$ cat src/rtl/pio_seq_pkg.sv
// Shared types for the PIO cycle sequencer.
// Assumes: a cycle visits the phases strictly in the order listed.
package pio_seq_pkg;

    typedef enum logic [2:0] {
        PH_IDLE   = 3'd0,
        PH_SETUP  = 3'd1,
        PH_STROBE = 3'd2,
        PH_HOLD   = 3'd3,
        PH_RECOV  = 3'd4
    } pio_phase_e;

    // Field order inside the timing word, lowest field first.
    localparam int F_SETUP  = 0;
    localparam int F_STROBE = 1;
    localparam int F_HOLD   = 2;
    localparam int F_EOC    = 3;
    localparam int N_FIELDS = 4;

endpackage

$ cat src/rtl/pio_rdy_sync.sv
// Multi-stage synchronizer for the asynchronous device ready line.
// Assumes: STAGES >= 2. Resets to "not ready", so a strobe never ends early after reset.
module pio_rdy_sync #(
    parameter int STAGES = 2
) (
    input  logic clk,
    input  logic rst_n,
    input  logic async_in,
    output logic sync_out
);

    logic [STAGES-1:0] chain;

    // Shift the raw level through the flop chain.
    always_ff @(posedge clk) begin
        if (!rst_n) chain <= '0;
        else        chain <= {chain[STAGES-2:0], async_in};
    end

    assign sync_out = chain[STAGES-1];

endmodule

$ cat src/rtl/pio_phase_ctl.sv
// Phase controller: steps setup, strobe, hold and recovery, each lasting its count plus one clock.
// Assumes: timing_word is sampled only on the accept edge. rdy_sync has already been synchronized.
module pio_phase_ctl
    import pio_seq_pkg::*;
#(
    parameter int CNT_W = 8,
    localparam int TW_W = N_FIELDS * CNT_W
) (
    input  logic            clk,
    input  logic            rst_n,
    input  logic            req_valid,
    input  logic [TW_W-1:0] timing_word,
    input  logic            rdy_en,
    input  logic            rdy_sync,
    output pio_phase_e      phase,
    output logic            accept,
    output logic            strobe_end,
    output logic            done
);

    logic [TW_W-1:0]  tw_q;
    logic [CNT_W-1:0] cnt;
    logic             cnt_zero;

    // Decode the accept and end-of-strobe events for this clock.
    always_comb begin
        cnt_zero   = (cnt == '0);
        accept     = (phase == PH_IDLE) && req_valid;
        strobe_end = (phase == PH_STROBE) && cnt_zero && (!rdy_en || rdy_sync);
    end

    // Advance the phase, reload the down-counter, and emit the done pulse.
    always_ff @(posedge clk) begin
        if (!rst_n) begin
            phase <= PH_IDLE;
            cnt   <= '0;
            tw_q  <= '0;
            done  <= 1'b0;
        end else begin
            done <= 1'b0;
            case (phase)
                PH_IDLE: begin
                    if (accept) begin
                        tw_q  <= timing_word;
                        cnt   <= timing_word[F_SETUP*CNT_W +: CNT_W];
                        phase <= PH_SETUP;
                    end
                end
                PH_SETUP: begin
                    if (cnt_zero) begin
                        cnt   <= tw_q[F_STROBE*CNT_W +: CNT_W];
                        phase <= PH_STROBE;
                    end else begin
                        cnt <= cnt - 1'b1;
                    end
                end
                PH_STROBE: begin
                    if (!cnt_zero) begin
                        cnt <= cnt - 1'b1;
                    end else if (strobe_end) begin
                        cnt   <= tw_q[F_HOLD*CNT_W +: CNT_W];
                        phase <= PH_HOLD;
                    end
                end
                PH_HOLD: begin
                    if (cnt_zero) begin
                        cnt   <= tw_q[F_EOC*CNT_W +: CNT_W];
                        done  <= 1'b1;
                        phase <= PH_RECOV;
                    end else begin
                        cnt <= cnt - 1'b1;
                    end
                end
                PH_RECOV: begin
                    if (cnt_zero) phase <= PH_IDLE;
                    else          cnt   <= cnt - 1'b1;
                end
                default: phase <= PH_IDLE;
            endcase
        end
    end

endmodule

$ cat src/rtl/pio_bus_io.sv
// Device-side bus stage: latches the request, forms the strobes and output enable, and captures read data.
// Assumes: accept fires only in idle. strobe_end marks the last strobe clock.
module pio_bus_io
    import pio_seq_pkg::*;
#(
    parameter int ADDR_W = 4,
    parameter int DATA_W = 16
) (
    input  logic              clk,
    input  logic              rst_n,
    input  logic              accept,
    input  logic              req_write,
    input  logic [ADDR_W-1:0] req_reg,
    input  logic [DATA_W-1:0] req_wdata,
    input  pio_phase_e        phase,
    input  logic              strobe_end,
    input  logic [DATA_W-1:0] dev_din,
    output logic [ADDR_W-1:0] dev_addr,
    output logic [DATA_W-1:0] dev_dout,
    output logic              dev_dout_oe,
    output logic              dev_rd_n,
    output logic              dev_wr_n,
    output logic [DATA_W-1:0] rd_data
);

    logic [ADDR_W-1:0] addr_q;
    logic [DATA_W-1:0] wdata_q;
    logic              wr_q;
    logic              strobe_on;

    // Hold the request fields for the whole cycle.
    always_ff @(posedge clk) begin
        if (!rst_n) begin
            addr_q  <= '0;
            wdata_q <= '0;
            wr_q    <= 1'b0;
        end else if (accept) begin
            addr_q  <= req_reg;
            wdata_q <= req_wdata;
            wr_q    <= req_write;
        end
    end

    // Capture device data on the edge that ends a read strobe.
    always_ff @(posedge clk) begin
        if (!rst_n)                  rd_data <= '0;
        else if (strobe_end && !wr_q) rd_data <= dev_din;
    end

    // Form the strobes and the data enable from the current phase.
    always_comb begin
        strobe_on   = (phase == PH_STROBE);
        dev_rd_n    = !(strobe_on && !wr_q);
        dev_wr_n    = !(strobe_on && wr_q);
        dev_dout_oe = wr_q && (strobe_on || (phase == PH_HOLD));
        dev_addr    = addr_q;
        dev_dout    = wdata_q;
    end

endmodule

$ cat src/rtl/pio_cycle_seq.sv
// Top of the PIO cycle sequencer: runs one programmed-I/O device cycle per accepted request.
// Assumes: one request at a time. dev_rdy is asynchronous to clk.
module pio_cycle_seq
    import pio_seq_pkg::*;
#(
    parameter int ADDR_W    = 4,
    parameter int DATA_W    = 16,
    parameter int CNT_W     = 8,
    parameter int SYNC_STGS = 2,
    localparam int TW_W     = N_FIELDS * CNT_W
) (
    input  logic              clk,
    input  logic              rst_n,
    input  logic              req_valid,
    input  logic              req_write,
    input  logic [ADDR_W-1:0] req_reg,
    input  logic [DATA_W-1:0] req_wdata,
    input  logic [TW_W-1:0]   timing_word,
    input  logic              rdy_en,
    output logic              req_ready,
    output logic              cyc_done,
    output logic [DATA_W-1:0] rd_data,
    output logic [ADDR_W-1:0] dev_addr,
    output logic              dev_rd_n,
    output logic              dev_wr_n,
    output logic [DATA_W-1:0] dev_dout,
    output logic              dev_dout_oe,
    input  logic [DATA_W-1:0] dev_din,
    input  logic              dev_rdy
);

    pio_phase_e phase;
    logic       accept;
    logic       strobe_end;
    logic       rdy_sync;

    pio_rdy_sync #(.STAGES(SYNC_STGS)) u_sync (
        .clk      (clk),
        .rst_n    (rst_n),
        .async_in (dev_rdy),
        .sync_out (rdy_sync)
    );

    pio_phase_ctl #(.CNT_W(CNT_W)) u_ctl (
        .clk         (clk),
        .rst_n       (rst_n),
        .req_valid   (req_valid),
        .timing_word (timing_word),
        .rdy_en      (rdy_en),
        .rdy_sync    (rdy_sync),
        .phase       (phase),
        .accept      (accept),
        .strobe_end  (strobe_end),
        .done        (cyc_done)
    );

    pio_bus_io #(.ADDR_W(ADDR_W), .DATA_W(DATA_W)) u_bus (
        .clk         (clk),
        .rst_n       (rst_n),
        .accept      (accept),
        .req_write   (req_write),
        .req_reg     (req_reg),
        .req_wdata   (req_wdata),
        .phase       (phase),
        .strobe_end  (strobe_end),
        .dev_din     (dev_din),
        .dev_addr    (dev_addr),
        .dev_dout    (dev_dout),
        .dev_dout_oe (dev_dout_oe),
        .dev_rd_n    (dev_rd_n),
        .dev_wr_n    (dev_wr_n),
        .rd_data     (rd_data)
    );

    // Idle is the only phase that takes a request.
    assign req_ready = (phase == PH_IDLE);

endmodule

$ cat config.mk
export PLATFORM = sky130hd
export DESIGN_NAME = pio_cycle_seq
export DESIGN_NICKNAME = d
export VERILOG_FILES = /design/src/rtl/pio_seq_pkg.sv /design/src/rtl/pio_rdy_sync.sv /design/src/rtl/pio_phase_ctl.sv /design/src/rtl/pio_bus_io.sv /design/src/rtl/pio_cycle_seq.sv
export SDC_FILE = /design/constraint.sdc
export NUM_CORES = 1
export LEC_CHECK = 0
export ABC_CLOCK_PERIOD_IN_PS = 2400
export BUFFER_PORTS_ARGS = -buffer_cell sky130_fd_sc_hd__buf_2
export CAP_MARGIN = 5
export CELL_PAD_IN_SITES_DETAIL_PLACEMENT = 1
export CELL_PAD_IN_SITES_GLOBAL_PLACEMENT = 1
export CORE_ASPECT_RATIO = 1.25
export CORE_MARGIN = 4
export CORE_UTILIZATION = 36
export DETAILED_ROUTE_END_ITERATION = 16
export GPL_ROUTABILITY_DRIVEN = 0
export PLACE_DENSITY = 0.81
export SLEW_MARGIN = 0
export SYNTH_ARGS = -nofsm -noshare
export SYNTH_HDL_FRONTEND = slang
export SYNTH_SLANG_ARGS = --single-unit
$ cat constraint.sdc
create_clock -name clk -period 2.4 [get_ports clk]
set_input_delay 0.36 -clock clk [delete_from_list [all_inputs] [get_ports clk]]
set_output_delay 0.36 -clock clk [all_outputs]
set_load 0.05 [all_outputs]
=== Word-level counts from Yosys, hierarchy flattened ===
Index checks and enable logic that the tools add are counted.

* Eq/ne operators: 12
* Reductions and logical operators: 20
* Multiplexer cells: 15
* Add/subtract/negate cells: 1

{| class="wikitable"
|+ Operator list
! cell !! number
|-
| 8-bit 2-to-1 mux || 6
|-
| 8-bit case mux with 5 select lines || 1
|-
| 3-bit 2-to-1 mux || 6
|-
| 3-bit case mux with 5 select lines || 1
|-
| 8-bit logical NOT || 1
|-
| 2-bit by 1-bit != test with 1-bit output (second input constant) || 4
|-
| 8-bit by 1-bit subtractor with 8-bit output (second input constant) || 1
|-
| 1-bit logical AND || 7
|-
| 3-bit by 2-bit == test with 1-bit output (second input constant) || 2
|-
| 2-bit != test (second input constant) || 3
|-
| 6-bit AND reduction || 1
|-
| 5-bit nonzero test || 1
|-
| 1-bit logical NOT || 4
|-
| 2-bit AND reduction || 2
|-
| 4-bit AND reduction || 1
|-
| 3-bit by 1-bit == test with 1-bit output (second input constant) || 1
|-
| 3-bit == test (second input constant) || 1
|-
| 3-bit logical NOT || 1
|-
| 3-bit by 2-bit != test with 1-bit output (second input constant) || 1
|-
| 1-bit logical OR || 2
|-
| 1-bit 2-to-1 mux || 1
|}

* Register bits after elaboration: 83
* Output and inout port bits: 41

=== Longest topological paths before layout ===
Gate-level depths: netlist of run 1.

* Depth in word-level cells: 6
* Gate-level depth with buffers: 9
* Depth with buffers taken out: 7

=== Cells and area by module ===
Synthesis of run 1 repeated with hierarchy kept, for this count alone.

* Cell total of the unflattened synthesis: 401
* Area total of the unflattened synthesis: 3524.6 um^2

{| class="wikitable"
|+ Modules (own cells, without submodules)
! module !! sequential area each (um^2) !! cells each !! area each (um^2) !! instances
|-
| pio_phase_ctl || 720.7 || 254 || 1976.9 || 1
|-
| pio_bus_io || 740.7 || 142 || 1485.2 || 1
|-
| pio_rdy_sync || 40.0 || 4 || 52.6 || 1
|-
| pio_cycle_seq || 0.0 || 1 || 10.0 || 1
|}

=== Worst setup path before layout of run 1 ===
Ideal clock, no wire load.

* Path kind: flip-flop to flip-flop
* From: register u_ctl.phase[1]
* To: register u_ctl.cnt[7]
* Library setup time: 0.119 ns
* Required time: 2.281 ns
* Path slack: -0.243 ns
* Path buffers: 2
* Cell stages (with the launch flop): 6
* Arrival: 2.524 ns
* Path through: dfxtp_1 buf_2 nor3_1 a222oi_1 buf_4 o221a_1

* Elaborated cells on any way between the ends: 14
* Those cells by class: 7 x eq/ne; 1 x mux; 6 x reduce/logical

{| class="wikitable"
|+ RTL lines
! what !! RTL line !! source
|-
| start: declaration || pio_phase_ctl.sv:15 || <nowiki>output pio_phase_e phase,</nowiki>
|-
| start signal: assignment || pio_phase_ctl.sv:35 || <nowiki>phase <= PH_IDLE;</nowiki>
|-
| start signal: assignment || pio_phase_ctl.sv:46 || <nowiki>phase <= PH_SETUP;</nowiki>
|-
| start signal: assignment || pio_phase_ctl.sv:52 || <nowiki>phase <= PH_STROBE;</nowiki>
|-
| 3-bit logical NOT * || - ||
|-
| named net req_ready || pio_cycle_seq.sv:20 || <nowiki>output logic req_ready,</nowiki>
|-
| 1-bit logical AND || pio_phase_ctl.sv:28 || <nowiki>accept = (phase == PH_IDLE) && req_valid;</nowiki>
|-
| 2-bit by 1-bit != test with 1-bit output (no source line) || - ||
|-
| 4-bit AND reduction (no source line) || - ||
|-
| end signal: assignment || pio_phase_ctl.sv:45 || <nowiki>cnt <= timing_word[F_SETUP*CNT_W +: CNT_W];</nowiki>
|-
| end signal: assignment || pio_phase_ctl.sv:51 || <nowiki>cnt <= tw_q[F_STROBE*CNT_W +: CNT_W];</nowiki>
|-
| end signal: assignment || pio_phase_ctl.sv:54 || <nowiki>cnt <= cnt - 1'b1;</nowiki>
|-
| end: declaration || pio_phase_ctl.sv:22 || <nowiki>logic [CNT_W-1:0] cnt;</nowiki>
|}

Mark *: on every way through the listed nets, which the timed path passes. The rest lies on a longest branch.
A chain may end at the register's enable or synchronous reset.

=== Final worst setup path of run 1 ===
* From: register u_ctl.cnt[0]
* To: register u_ctl.cnt[7]

* Word-level cells in the longest chain between the ends: 5
* Elaborated cells on any way between the ends: 12
* Those cells by class: 1 x add/sub; 2 x eq/ne; 5 x mux; 4 x reduce/logical

{| class="wikitable"
|+ RTL lines
! what
|-
| branches (longest 5 deep; another with 8-bit by 1-bit subtractor with 8-bit output)
|}

Parallel ways; which one is timed is not known. The select of a mux whose other input is x is not followed.

==> summary.txt, run 1 <==
Outcome: finished clean
Layout cell share with drive strength beyond 1: 30.9%
Reg2reg path depth: 8
Cell taking the most area after synthesis: dfxtp_1
Initial core utilization: 37.6%
Area share of the largest cell type after synthesis: 45.1%
Critical path fanouts, max: 13
Crit Reg-Reg Startpoint: u_ctl.cnt[0]$_SDFFE_PN0P_
Worst slew pin tran: 0.670 ns
Min cycle time layout: 2.24 ns
Most frequent cell after synthesis: nand2_1
Synth unique cells: 51
H-tree levels: 3
Post-synth EDFFs: 0
Cell Area, Synth: 3330 sq um
Final TNS setup: 0 ns
Final ANT Viol Nets: 0
Total of max-cap violations: 0
P per Cell Area: 848 nW/um^2
Leakage: 0.00196 uW
Placed insts: 623
I/O Buffers: 114
Chip Width: 94 um
Total Wirelength: 9950 um
Io pins: 115
Max Root-Sink Buffers: 2
Crit-path cells: inv_1, ha_1, nor3b_1, and2_2, a222oi_1, buf_4, o311ai_1, o221a_1
Syn_nets: 480
Ys Warns: 0
Syn_area_per_cell: 8.24 sq um
CTS tree: done
Vias in the first global route: 3347
Critical Path Sink: u_ctl.cnt[7]$_SDFFE_PN0P_
Critical path buffer and inverter count: 2
Crit. Startpoint: u_ctl.cnt[0]$_SDFFE_PN0P_
Stages on worst setup path: 8
Drt first pass iters: 6
Area grow syn2layout: 27.9%
RSZ-0062 raised after global routing: false
Antenna Cells: 0
Finished Layout Cells: 641
CP max-delay cell: dfxtp_1
Largest net degree at the start of global routing: 45
Global route overflow: 0
Final period utilization: 93.5%
Total GRT Usage: 18.6%
Relative slew slack: 55.2%
Critical path endpoint category: flop
Vias per cell: 5.08
Worst Path Arrival: 2.49 ns
Core footprint: 8840 sq um
FP Rows: 38
Die footprint: 10900 sq um
Type of the tightest min-delay check: input pin to flop
Detailed placer's ending HPWL: 7340 um
FF-to-FF setup slack: 0.16 ns
Post-synth top flop: dfxtp_1
Layout net count: 592
Most area-consuming cells after synthesis: dfxtp_1 (45%), nand2_1 (12%), a21oi_1 (8.1%), mux2i_1 (5.1%), nor2_1 (2.9%)
Num CTS Buffers: 9
Sequential share of the synthesized area: 45.1%
CP top delay family: compound AO/OA/AOI/OAI gates
Die span in y: 116 um
Final Hold Fails: 0
Clk_lat worst skew: 0.35 ns
Fill cells: 1128
Clk slew on worst S/H paths: 0.08 ns
Async SR Flop Fraction: 0%
Initial DRC count: 183
Final setup viols: 0
CP Class: flop to flop
Peak VDD IR: 0.440 mV
Largest stage delay, worst path: 0.43 ns
Synth top cells by count: nand2_1 (103), dfxtp_1 (75), a21oi_1 (54)
Wire length per cell: 15.5 um
Initial antenna violation count: 0
Crit path required time: 2.64 ns
Highest clock rate: 446 MHz
Syn Inst Count: 404
Clk root buf: clkbuf_8
Drc violations: 0
First-pass GRT wire length: 16000 um
Worst r2r dst: u_ctl.cnt[7]$_SDFFE_PN0P_
Vias: 3256
Clk sinks: 75
Final Skew: 0.00638 ns
Synth Register Bits: 75
Fin. max-slew vios: 0
CP Launch Type: flop
repair_timing:
action                                  in CTS  in global routing
endpoints found under the setup margin       0                  4
setup buffers                                0                  2
hold buffers                                 0                  0
hold endpoints to repair                     0                  0
gates resized for setup                      0                  1
cells by family after synthesis:
logic type      count (synthesis)  synth area share, %
flops                          75                 45.1
mux                            23                 7.14
fa+ha+maj                       2                0.752
buf+inv                        37                 4.96
simple gates                  165                 21.9
compound gates                 94                 18.0
xor+xnor                        8                 2.11
area by class of cell:
class	instances	area [sq um]	share of cell area (%)
multi-input cells	292	1670	39.2
flip-flops and latches	75	1500	35.3
clock buffers	12	155	3.64
well taps	120	150	3.53
clock inverters	4	48.8	1.15
inverters	8	30.0	0.705
repair buffers	130	703	16.5
sequential cells by signal, summed over array words and instances (netlist names):
name	flops
u_ctl.done	1
u_bus.dev_dout	16
u_bus.wr_q	1
u_bus.rd_data	16
u_sync.chain	2
u_bus.dev_addr	4
u_ctl.phase	3
u_ctl.cnt	8
u_ctl.tw_q	24
layout by cell type, fill, tap and decap left out, drive strengths merged, types with 7 or more instances in the layout:
cell,n
dfxtp,75
nand2,103
nor2,26
nor3,8
a21oi,54
buf,130
clkbuf,12
mux2i,17
inv,8
o21ai,7
how the worst min path moves through the flow:
stage                                    start                              to  cells past startpoint  slack (ns)
floorplan           u_sync.chain[0]$_SDFF_PN0_      u_sync.chain[1]$_SDFF_PN0_                      1        0.41
global placement    u_sync.chain[0]$_SDFF_PN0_      u_sync.chain[1]$_SDFF_PN0_                      1        0.42
detailed placement  u_sync.chain[0]$_SDFF_PN0_      u_sync.chain[1]$_SDFF_PN0_                      1        0.42
CTS                                    dev_rdy      u_sync.chain[0]$_SDFF_PN0_                      2        0.20
global route                      req_wdata[6]  u_bus.dev_dout[6]$_SDFFE_PN0P_                      3        0.24
finish                                 dev_rdy      u_sync.chain[0]$_SDFF_PN0_                      2        0.22
routing by layer:
layer / global-route usage [%] / share of wire, % / vias to the layer above / wire (um)
li1: - / - / 1606 / -
met1: 22.3 / 41 / 1542 / 4100
met2: 31.1 / 50 / 92 / 4980
met3: 5.52 / 6.7 / 16 / 671
met4: 7.71 / 2.0 / 0 / 194
met5: 0 / 0 / - / 0
through the flow:
stage	area (sq um)	total power, uW	setup WS (ns)	hold slack (ns)	utilization [%]
global placement	4040	2570	0.285	0.418	45.6
global route	4260	3830	0.0283	0.235	48.1
detailed placement	4040	2610	0.163	0.424	45.6
CTS	4240	3630	0.135	0.205	47.9
finish	4260	3610	0.155	0.223	48.1
floorplan	3330	2300	0.271	0.412	-
report_power, final:
part	internal [uW]	total, uW	leakage (uW)	switching, uW
logic	434	1140	0.00124	702
clock network	536	1000	0.000106	466
registers	1360	1470	0.000613	109
total	2330	3610	0.00196	1280
(Power assumes the default switching activity.)
==> inputs of run 2 (changes only) <==
- CAP_MARGIN: 5 -> 10
- CORE_ASPECT_RATIO: 1.25 -> 0.8
==> run 2 against run 1 <==
Clock skew is 0.0018 ns higher. Sequential share of layout area is 0.70 points lower. Largest cell class unchanged. Combinational power is essentially flat. Count of clock-buffer cells in the layout is 1 lower. Via count up 1.8%. Flip-flop and latch count stayed put.
==> summary.txt, run 2 (same netlist as run 1, synthesis figures left out) <==
Initial DRC count: 139 (-24%)
Final Hold Fails: 0 (unchanged)
Pre-CTS setup slack: 0.197 ns (+0.0338 ns)
Largest net degree at the start of global routing: 46 (+2.2%)
Final core occ: 48.1% (about the same)
Critical path fanouts, max: 7 (-6)
Highest clock rate: 431 MHz (-3.4%)
Io pins: 115 (unchanged)
Most frequent cells in the layout: buf_2 (114), nand2_1 (103), dfxtp_1 (74)
Switching fraction of total power: 34.8% (-0.61 points)
P per Cell Area: 905 nW/um^2 (+6.7%)
FP Rows: 31 (-18%)
CP Launch Type: flop
Type of the tightest min-delay check: input pin to flop
Min cycle time layout: 2.32 ns (+0.0781 ns)
H-tree levels: 3 (unchanged)
Largest stage delay, worst path: 0.37 ns (-0.06 ns)
Peak VDD IR: 0.382 mV (-13%)
Initial antenna violation count: 0 (unchanged)
I/O Buffers: 114 (unchanged)
Final Skew: 0.00823 ns (+0.00185 ns)
CP Class: flop to flop
Drc violations: 0 (unchanged)
CTS tree: done
Critical path endpoint category: flop
Internal: 2570 uW (+10%)
Largest register FFs: 24 (unchanged)
Clk network pwr share: 32.8% (+5.0 points)
First-pass GRT wire length: 16800 um (+5.4%)
Detailed placer's ending HPWL: 7730 um (+5.3%)
Total of max-cap violations: 0 (unchanged)
Clk sinks: 75 (unchanged)
Leakage: 0.00200 uW (+1.7%)
Antenna Cells: 0 (unchanged)
Hold slack: 0.234 ns (+0.0110 ns)
Overall power: 3930 uW (+9.0%)
Crit-path cells: inv_1, ha_1, nor3b_1, a211o_2, a222oi_1, buf_4, clkdlybuf4s15_2, a41o_2
Layout net count: 593 (+0.17%)
Vias: 3315 (+1.8%)
Total Wirelength: 10600 um (+6.2%)
Fin. max-slew vios: 0 (unchanged)
Final period utilization: 96.8% (+3.3 points)
Area grow syn2layout: 30.6%
Combinational power share: 29.8% (-1.7 points)
Commonest non-fill, non-tap cell in the layout: buf_2
Max Root-Sink Buffers: 2 (unchanged)
Core footprint: 9040 sq um (+2.2%)
Final setup viols: 0 (unchanged)
Outcome: finished clean
Initial core utilization: 36.8% (-0.81 points)
Worst slew pin tran: 0.657 ns (-0.0138 ns)
P_sw: 1370 uW (+7.1%)
Num CTS Buffers: 9 (unchanged)
Die footprint: 10900 sq um (unchanged)
PnR worst setup slack: 0.0773 ns (-0.0781 ns)
Chip Width: 116 um (+23%)
Crit path required time: 2.68 ns (+0.04 ns)
Most flops, register: u_ctl.tw_q
Die span in y: 94 um (-19%)
Relative slew slack: 56.1% (+0.92 points)
Clk slew on worst S/H paths: 0.06 ns (-0.02 ns)
CP max-delay cell: dfxtp_2
Global route overflow: 0 (unchanged)
Register share of total power: 37.4% (-3.3 points)
Final ANT Viol Nets: 0 (unchanged)
Wire length per cell: 16.6 um (+6.9%)
Layout cell share with drive strength beyond 1: 31.2% (+0.32 points)
Total GRT Usage: 19.7% (+1.0 points)
Worst Path Arrival: 2.60 ns (+0.11 ns)
Vias in the first global route: 3494 (+4.4%)
Clk root buf: clkbuf_16
Drt first pass iters: 4 (-2)
Clk_lat worst skew: 0.33 ns (-0.02 ns)
Vias per cell: 5.20 (+2.5%)
-- run 2: per-layer routing --
metal  GRT usage (%)  vias to the layer above  wire [um]
met3            7.34                        9        977
met4            4.99                        0        112
met2            34.8                      108       5140
li1                -                     1610          -
met5               0                        -          0
met1            22.3                     1588       4340
-- run 2: timing repair --
action                     CTS  global route
setup endpoints to repair    0             2
resized for setup            0             1
setup buffers                0             1
hold buffers                 0             0
-- run 2: path summary, 6_finish.rpt --
kind / start / cells past startpoint / to / slack, ns
max: u_ctl.cnt[0]$_SDFFE_PN0P_ / 8 / u_ctl.cnt[4]$_SDFFE_PN0P_ / 0.08
min: dev_rdy / 2 / u_sync.chain[0]$_SDFF_PN0_ / 0.23
max reg2reg: u_ctl.cnt[0]$_SDFFE_PN0P_ / 8 / u_ctl.cnt[4]$_SDFFE_PN0P_ / 0.08
min reg2reg: u_sync.chain[0]$_SDFF_PN0_ / 1 / u_sync.chain[1]$_SDFF_PN0_ / 0.44
-- run 2: critical path, delay by kind of cell (launching register included) --
| kind | cells | cell delay, ns |
|---|---|---|
| buffers and inverters | 3 | 0.60 |
| AO/OA/AOI/OAI | 3 | 0.90 |
| AND/OR/NAND/NOR | 1 | 0.17 |
| adder cells (fa/ha/maj) | 1 | 0.23 |
| flip-flops | 1 | 0.37 |
-- run 2: stage by stage --
stage	cells	area, sq um	setup TNS, ns
after global placement	619	4040	0
final	637	4350	0
after floorplan	404	3330	0
after global routing	637	4350	-0.0829
after CTS	635	4330	0
after detailed placement	619	4040	0
-- run 2: layout make-up --
class	count	area, sq um
fillers	1149	4690
multi-input cells	292	1670
flip-flops and latches	75	1500
repair buffers	131	714
clock buffers	11	253
well taps	115	144
clock inverters	5	36.3
inverters	8	30.0
-- run 2: power by group through the flow --
stage / clock (uW) / combinational, uW / sequential [uW]
floorplan: 0 / 720 / 1580
global placement: 0 / 1100 / 1480
detailed placement: 0 / 1150 / 1490
CTS: 1320 / 1160 / 1470
global route: 1370 / 1280 / 1490
finish: 1290 / 1170 / 1470
